### src/rtl/pacer_pit_pkg.sv
package pacer_pit_pkg;
  localparam int NUM_CNT = 3;

  typedef enum logic [1:0] {
    ACC_LATCH = 2'd0,
    ACC_LO    = 2'd1,
    ACC_HI    = 2'd2,
    ACC_LOHI  = 2'd3
  } acc_e;

  // Function field decode: 2 and its alias 6 give the rate generator.
  function automatic logic is_rate_mode(input logic [2:0] m);
    return (m == 3'd2) || (m == 3'd6);
  endfunction
endpackage

### src/rtl/pit_bus_decode.sv
module pit_bus_decode
  import pacer_pit_pkg::*;
#(
  parameter int BYTE_W = 8
) (
  input  logic              bus_wr,
  input  logic [1:0]        bus_addr,
  input  logic [BYTE_W-1:0] bus_wdata,
  output logic [NUM_CNT-1:0] ctl_wr,
  output logic [NUM_CNT-1:0] dat_wr,
  output acc_e              ctl_acc,
  output logic [2:0]        ctl_mode
);
  localparam logic [1:0] CTL_ADDR = 2'd3;

  logic       is_ctl;
  logic       ctl_ok;
  logic [1:0] sel;

  assign is_ctl   = bus_wr && (bus_addr == CTL_ADDR);
  assign sel      = bus_wdata[7:6];
  assign ctl_acc  = acc_e'(bus_wdata[5:4]);
  assign ctl_mode = bus_wdata[3:1];
  assign ctl_ok   = is_ctl && (ctl_acc != ACC_LATCH) && !bus_wdata[0];

  for (genvar i = 0; i < NUM_CNT; i++) begin : g_sel
    assign ctl_wr[i] = ctl_ok && (sel == 2'(i));
    assign dat_wr[i] = bus_wr && (bus_addr == 2'(i));
  end
endmodule

### src/rtl/pit_counter.sv
module pit_counter
  import pacer_pit_pkg::*;
#(
  parameter int BYTE_W = 8
) (
  input  logic              clk,
  input  logic              rst_n,
  input  logic              ctl_wr,
  input  acc_e              ctl_acc,
  input  logic [2:0]        ctl_mode,
  input  logic              dat_wr,
  input  logic [BYTE_W-1:0] dat,
  input  logic              cnt_en,
  output logic              out_lvl
);
  localparam int CNT_W = 2 * BYTE_W;

  acc_e              acc_q;
  logic              rate_q;
  logic              hi_pend;
  logic              running;
  logic [BYTE_W-1:0] lo_q;
  logic [CNT_W-1:0]  reload_q;
  logic [CNT_W-1:0]  cnt_q;
  logic [CNT_W-1:0]  load_val;

  // Named internal events.
  logic first_byte;
  logic load_evt;
  logic count_step;
  logic at_one;

  assign first_byte = dat_wr && (acc_q == ACC_LOHI) && !hi_pend;
  assign load_evt   = dat_wr && ((acc_q == ACC_LO) || (acc_q == ACC_HI) ||
                                 ((acc_q == ACC_LOHI) && hi_pend));
  assign count_step = running && cnt_en && !ctl_wr && !first_byte && !load_evt;
  assign at_one     = (cnt_q == CNT_W'(1));

  always_comb begin
    unique case (acc_q)
      ACC_LO:  load_val = {{BYTE_W{1'b0}}, dat};
      ACC_HI:  load_val = {dat, {BYTE_W{1'b0}}};
      default: load_val = {dat, lo_q};
    endcase
  end

  always_ff @(posedge clk) begin
    if (!rst_n) begin
      acc_q    <= ACC_LATCH;
      rate_q   <= 1'b0;
      hi_pend  <= 1'b0;
      running  <= 1'b0;
      lo_q     <= '0;
      reload_q <= '0;
      cnt_q    <= '0;
      out_lvl  <= 1'b0;
    end else if (ctl_wr) begin
      acc_q   <= ctl_acc;
      rate_q  <= is_rate_mode(ctl_mode);
      hi_pend <= 1'b0;
      running <= 1'b0;
      out_lvl <= is_rate_mode(ctl_mode);
    end else if (first_byte) begin
      lo_q    <= dat;
      hi_pend <= 1'b1;
      running <= 1'b0;
    end else if (load_evt) begin
      reload_q <= load_val;
      cnt_q    <= load_val;
      hi_pend  <= 1'b0;
      running  <= 1'b1;
      if (!rate_q) out_lvl <= 1'b0;
    end else if (count_step) begin
      if (rate_q) begin
        if (at_one) begin
          cnt_q   <= reload_q;
          out_lvl <= 1'b0;
        end else begin
          cnt_q   <= cnt_q - CNT_W'(1);
          out_lvl <= 1'b1;
        end
      end else begin
        cnt_q <= cnt_q - CNT_W'(1);
        if (at_one) out_lvl <= 1'b1;
      end
    end
  end

  AST_CTL_HALTS: assert property (@(posedge clk) disable iff (!rst_n)
    ctl_wr |=> !running);
  AST_FIRST_BYTE_HALTS: assert property (@(posedge clk) disable iff (!rst_n)
    first_byte |=> !running);
  AST_COUNT_NEEDS_STEP: assert property (@(posedge clk) disable iff (!rst_n)
    !$stable(cnt_q) |-> $past(cnt_en || load_evt));
  AST_TC_FALL_SOURCE: assert property (@(posedge clk) disable iff (!rst_n)
    (!rate_q && $fell(out_lvl)) |-> $past(load_evt || ctl_wr));
endmodule

### src/rtl/pacer_pit.sv
module pacer_pit
  import pacer_pit_pkg::*;
#(
  parameter int BYTE_W = 8
) (
  input  logic              clk,
  input  logic              rst_n,
  input  logic              ref_en,
  input  logic              bus_wr,
  input  logic [1:0]        bus_addr,
  input  logic [BYTE_W-1:0] bus_wdata,
  output logic              pacer_tick,
  output logic              timer0_out
);
  logic [NUM_CNT-1:0] ctl_wr;
  logic [NUM_CNT-1:0] dat_wr;
  acc_e               ctl_acc;
  logic [2:0]         ctl_mode;
  logic [NUM_CNT-1:0] cnt_en;
  logic [NUM_CNT-1:0] cnt_out;
  logic               prev_out1;
  logic               prev_out2;
  logic               fall1;
  logic               fall2;

  pit_bus_decode #(.BYTE_W(BYTE_W)) u_dec (
    .bus_wr   (bus_wr),
    .bus_addr (bus_addr),
    .bus_wdata(bus_wdata),
    .ctl_wr   (ctl_wr),
    .dat_wr   (dat_wr),
    .ctl_acc  (ctl_acc),
    .ctl_mode (ctl_mode)
  );

  // Counter 2 and counter 0 run from the reference, counter 1 from counter 2.
  assign fall2  = prev_out2 && !cnt_out[2];
  assign fall1  = prev_out1 && !cnt_out[1];
  assign cnt_en = {ref_en, fall2, ref_en};

  for (genvar i = 0; i < NUM_CNT; i++) begin : g_cnt
    pit_counter #(.BYTE_W(BYTE_W)) u_cnt (
      .clk     (clk),
      .rst_n   (rst_n),
      .ctl_wr  (ctl_wr[i]),
      .ctl_acc (ctl_acc),
      .ctl_mode(ctl_mode),
      .dat_wr  (dat_wr[i]),
      .dat     (bus_wdata),
      .cnt_en  (cnt_en[i]),
      .out_lvl (cnt_out[i])
    );
  end

  always_ff @(posedge clk) begin
    if (!rst_n) begin
      prev_out1  <= 1'b0;
      prev_out2  <= 1'b0;
      pacer_tick <= 1'b0;
    end else begin
      prev_out1  <= cnt_out[1];
      prev_out2  <= cnt_out[2];
      pacer_tick <= fall1;
    end
  end

  assign timer0_out = cnt_out[0];

  AST_TICK_SINGLE: assert property (@(posedge clk) disable iff (!rst_n)
    pacer_tick |=> !pacer_tick);
  AST_TICK_AFTER_STEP: assert property (@(posedge clk) disable iff (!rst_n)
    pacer_tick |-> $past(prev_out1));
endmodule

### config.mk
export PLATFORM = sky130hd
export DESIGN_NAME = pacer_pit
export DESIGN_NICKNAME = d
export VERILOG_FILES = /design/src/rtl/pacer_pit_pkg.sv /design/src/rtl/pit_bus_decode.sv /design/src/rtl/pit_counter.sv /design/src/rtl/pacer_pit.sv
export SDC_FILE = /design/constraint.sdc
export NUM_CORES = 1
export LEC_CHECK = 0
export BUFFER_PORTS_ARGS = -buffer_cell sky130_fd_sc_hd__clkbuf_2
export CAP_MARGIN = 20
export CORE_MARGIN = 10
export CORE_UTILIZATION = 45
export DETAILED_ROUTE_END_ITERATION = 7
export PLACE_DENSITY = 0.7
export SYNTH_ARGS = -nofsm -noshare
export SYNTH_HDL_FRONTEND = slang
export SYNTH_SLANG_ARGS = --single-unit
### constraint.sdc
create_clock -name clk -period 2.8 [get_ports clk]
set_clock_uncertainty 0.15 [all_clocks]
set_input_delay 0.42 -clock clk [delete_from_list [all_inputs] [get_ports clk]]
set_output_delay 0.42 -clock clk [all_outputs]
set_load 0.05 [all_outputs]
==> reports/summary.txt <==
Run status: completed
Slowest cell on crit path: nor3b_1
WP buf/inv: 1
Slew margin rel.: 28.4%
Post-DP HPWL: 14300 microns
Adder-cell share of the synthesized area: 2.39%
Antenna cell count: 0
Via/cell ratio: 6.05
Pre-CTS setup slack: 93.1 ps
DR WL/cell: 17.5 microns
Maximum VDD drop: 402 uV
Clk root buf: clkbuf_16
Num Clock Sinks: 141
Clock share of power: 51.0%
Worst-skew pair later-pin latency: 420 ps
Family with the most delay on the worst path: simple AND/OR/NAND/NOR gates
Row cnt: 48
Total CTS buffers: 17
Total die area: 23200 sq um
DRT Pass-1 Iters: 5
PwrDens: 513 nW/um^2
Maximum clock rate: 385 MHz
Post-synthesis mux area share: 3.05%
Die width: 152 microns
Required @ worst endpoint: 3020 ps
GRT Resource Usage Total: 18.1%
Critical Path Source: g_cnt[1].u_cnt.acc_q[0]
Asr flop ratio synth: 0%
CP endpoint kind: flop
Post-synthesis xor/xnor area fraction: 3.12%
Sw power: 1.00 mW
Reg2reg path depth: 7
Critical-path cell list: inv_1, ha_1, or2_2, nor3b_1, nand2_1, o311ai_0, o211a_1
Largest net degree at the start of global routing: 59
ANT nets after route: 0
Vias in the first global route: 6946
Setup TNS Final: 0 ps
Setup slack, reg-to-reg: 200 ps
WP data arrival: 2820 ps
DIE HEIGHT: 152 microns
Total of max-cap violations: 0
Setup ws final: 204 ps
Crit. path cell count: 7
P_int: 3.51 mW
Type of origin of the critical path: flop
Global-route wire length before repair: 35700 microns
Num ports: 16
CP Class: reg2reg
R2R Path Start: g_cnt[1].u_cnt.acc_q[0]
Main combinational cell family by area after synthesis: simple AND/OR/NAND/NOR gates
Initial antenna violation count: 0
Filler Cell Count: 1637
Core Box Area: 17200 sq um
Final hold viol count: 0
Worst hold start: bus_wdata[6]
Syn Area/Cell: 7.78 sq um
Post-CTS setup buffers: 0
Vias: 7493
Synth cell types: 70
Comb pwr share: 4.3%
RSZ-0062 raised after global routing: no
Iteration-0 DRC count of the detailed router: 848
CP peak stage delay: 890 ps
Hold Buf Count CTS: 0
CTS tree: built
PortBufs: 15
Clock slew at reported path FFs: 60 ps
Yosys reg bits: 141
Critical R2R Capture: g_cnt[1].u_cnt.cnt_q[15]
Starting Density: 45.7%
Total grt overflow: 0
Worst Setup EP: g_cnt[1].u_cnt.cnt_q[15]
Synthesis-to-finish area growth: 11.8%
Clock buffer depth: 2
Sequential share of power: 44.6%
Worst slew pin tran: 1070 ps
Number of H-tree levels: 4
Top_reg_cell synth: dfxtp_1
Synth Area in Simple Gates: 26.2%
Yosys warning total: 0
Fin crit share: 92.7%
Max Slew Vio Count: 0
Hold Slack: 185 ps
Mapped Area: 7870 sq um
Synth Area in Compound Gates: 23.0%
Syn nets: 1040
Fin nets: 1032
Fraction of layout cells with a size suffix above 1: 12.1%
Min cycle time layout: 2600 ps
Leak: 3.46 nW
Hold Path Class: in2reg
Residual DRC count: 0
Sw frac: 22.2%
RePlAce Congestion: 0.854
Final Setup Violations: 0
Gate Count Post-Synth: 1011
Sequential element share of the synthesized area: 35.9%
Final wirelength: 21700 microns
Crit path max fanout: 9
EDFF count, synth: 0
per-layer routing:
layer | routed length [microns] | up-vias | share of wire [%] | GRT usage (%)
met5 | 0 | - | 0 | 0
met1 | 10000 | 3555 | 46 | 24.7
met4 | 438 | 0 | 2.0 | 6.14
li1 | - | 3643 | - | -
met2 | 9710 | 264 | 45 | 27.8
met3 | 1570 | 31 | 7.2 | 3.64
per-stage QoR:
stage | util, % | std cells | power [mW] | instance area [sq um]
floorplan | - | 1011 | 2.17 | 7870
global placement | 47.5 | 1208 | 2.25 | 8180
detailed placement | 47.5 | 1209 | 2.25 | 8190
CTS | 51.0 | 1239 | 4.54 | 8790
global route | 51.0 | 1239 | 4.63 | 8800
finish | 51.0 | 1239 | 4.51 | 8800
synthesized netlist by cell type (4+ instances only):
| cell | number | area (sq um) |
|---|---|---|
| o22ai_1 | 7 | 43.8 |
| clkbuf_8 | 6 | 82.6 |
| nand4_1 | 6 | 37.5 |
| mux2i_1 | 24 | 240 |
| nand3b_1 | 6 | 45.0 |
| o221a_2 | 5 | 56.3 |
| and3_1 | 11 | 68.8 |
| nor4b_1 | 6 | 52.6 |
| nand3_1 | 36 | 180 |
| dfxtp_1 | 141 | 2820 |
| a31oi_1 | 18 | 113 |
| and3b_1 | 5 | 43.8 |
| a211o_1 | 17 | 149 |
| and2_1 | 5 | 31.3 |
| o21ai_0 | 70 | 350 |
| xnor2_1 | 17 | 149 |
| nor4_1 | 12 | 75.1 |
| or4_1 | 7 | 52.6 |
| or2_2 | 5 | 31.3 |
| nor2_1 | 79 | 297 |
| nor3_1 | 51 | 255 |
| inv_1 | 19 | 71.3 |
| o211ai_1 | 12 | 90.1 |
| a21oi_1 | 96 | 480 |
| ha_1 | 15 | 188 |
| clkbuf_1 | 66 | 248 |
| a32oi_1 | 4 | 35.0 |
| a211oi_1 | 20 | 150 |
| a41o_1 | 4 | 40.0 |
| or3_1 | 10 | 62.6 |
| buf_2 | 12 | 60.1 |
| nand2_1 | 136 | 510 |
| nor3b_1 | 9 | 67.6 |
| xor2_1 | 11 | 96.3 |
flip-flops by register name, summed over array words and instances (netlist names):
name	flops
g_cnt.u_cnt.rate_q	3
g_cnt.u_cnt.acc_q	6
g_cnt.u_cnt.hi_pend	3
pacer_tick	1
prev_out2	1
g_cnt.u_cnt.lo_q	24
g_cnt.u_cnt.reload_q	48
g_cnt.u_cnt.running	3
g_cnt.u_cnt.cnt_q	48
g_cnt.u_cnt.out_lvl	3
prev_out1	1
how the worst min path moves through the flow:
stage / slack, ps / depth (start not counted) / to
4_1_cts: 170 / 3 / g_cnt[1].u_cnt.reload_q[14]
5_1_grt: 200 / 3 / g_cnt[1].u_cnt.reload_q[14]
6_report: 190 / 3 / g_cnt[1].u_cnt.reload_q[14]
3_5_place_dp: 260 / 1 / pacer_tick
3_3_place_gp: 270 / 2 / pacer_tick
2_1_floorplan: 240 / 1 / pacer_tick
worst register-to-register path, cell delays in order (launching register included):
cell,delay [ps]
dfxtp_1,390
inv_1,60
ha_1,300
or2_2,240
nor3b_1,890
nand2_1,170
o311ai_0,150
o211a_1,200
power by group through the flow:
| stage | combinational, mW | clock, mW | sequential (mW) |
|---|---|---|---|
| after detailed placement | 0.192 | 0 | 2.06 |
| final | 0.196 | 2.30 | 2.02 |
| after global routing | 0.209 | 2.41 | 2.02 |
| after CTS | 0.193 | 2.33 | 2.02 |
| after global placement | 0.190 | 0 | 2.06 |
| after floorplan | 0.114 | 0 | 2.06 |
layout make-up:
| type | instances | area [sq um] | area share, % |
|---|---|---|---|
| Multi-Input combinational cell | 763 | 4570 | 52.0 |
| Inverter | 19 | 71.3 | 0.811 |
| Tap cell | 225 | 282 | 3.20 |
| Clock buffer | 20 | 457 | 5.19 |
| Clock inverter | 10 | 140 | 1.59 |
| Timing Repair Buffer | 61 | 449 | 5.11 |
| Sequential cell | 141 | 2820 | 32.1 |
cells in the final DEF, fill, tap and decap left out, types with 6 or more instances in the layout:
cell and n:
o22ai_1 7, xnor2_1 17, dfxtp_1 141, nand3b_1 6, or3_1 10, nor3b_1 8
o211ai_1 12, and3_1 11, nor4_1 12, nor2_1 79, nand4_1 6, nand3_1 36
clkbuf_2 15, a21oi_1 96, ha_1 15, a211o_1 17, mux2i_1 24, or4_1 7
buf_4 43, a211oi_1 19, clkbuf_16 17, o21ai_0 70, inv_1 18, nor3_1 50
xor2_1 11, nand2_1 136, a31oi_1 18
cells by family after synthesis:
logic type,after synthesis
xor+xnor,28
mux,24
buf+inv,107
compound gates,287
fa+ha+maj,15
simple gates,409
flops,141
repair_timing:
action / 4_1_cts / 5_1_grt
gates resized for setup: 0 / 1
endpoints found under the setup margin: 0 / 15
endpoints found under the hold margin: 0 / 0
Power figures use the tool's default switching activity.
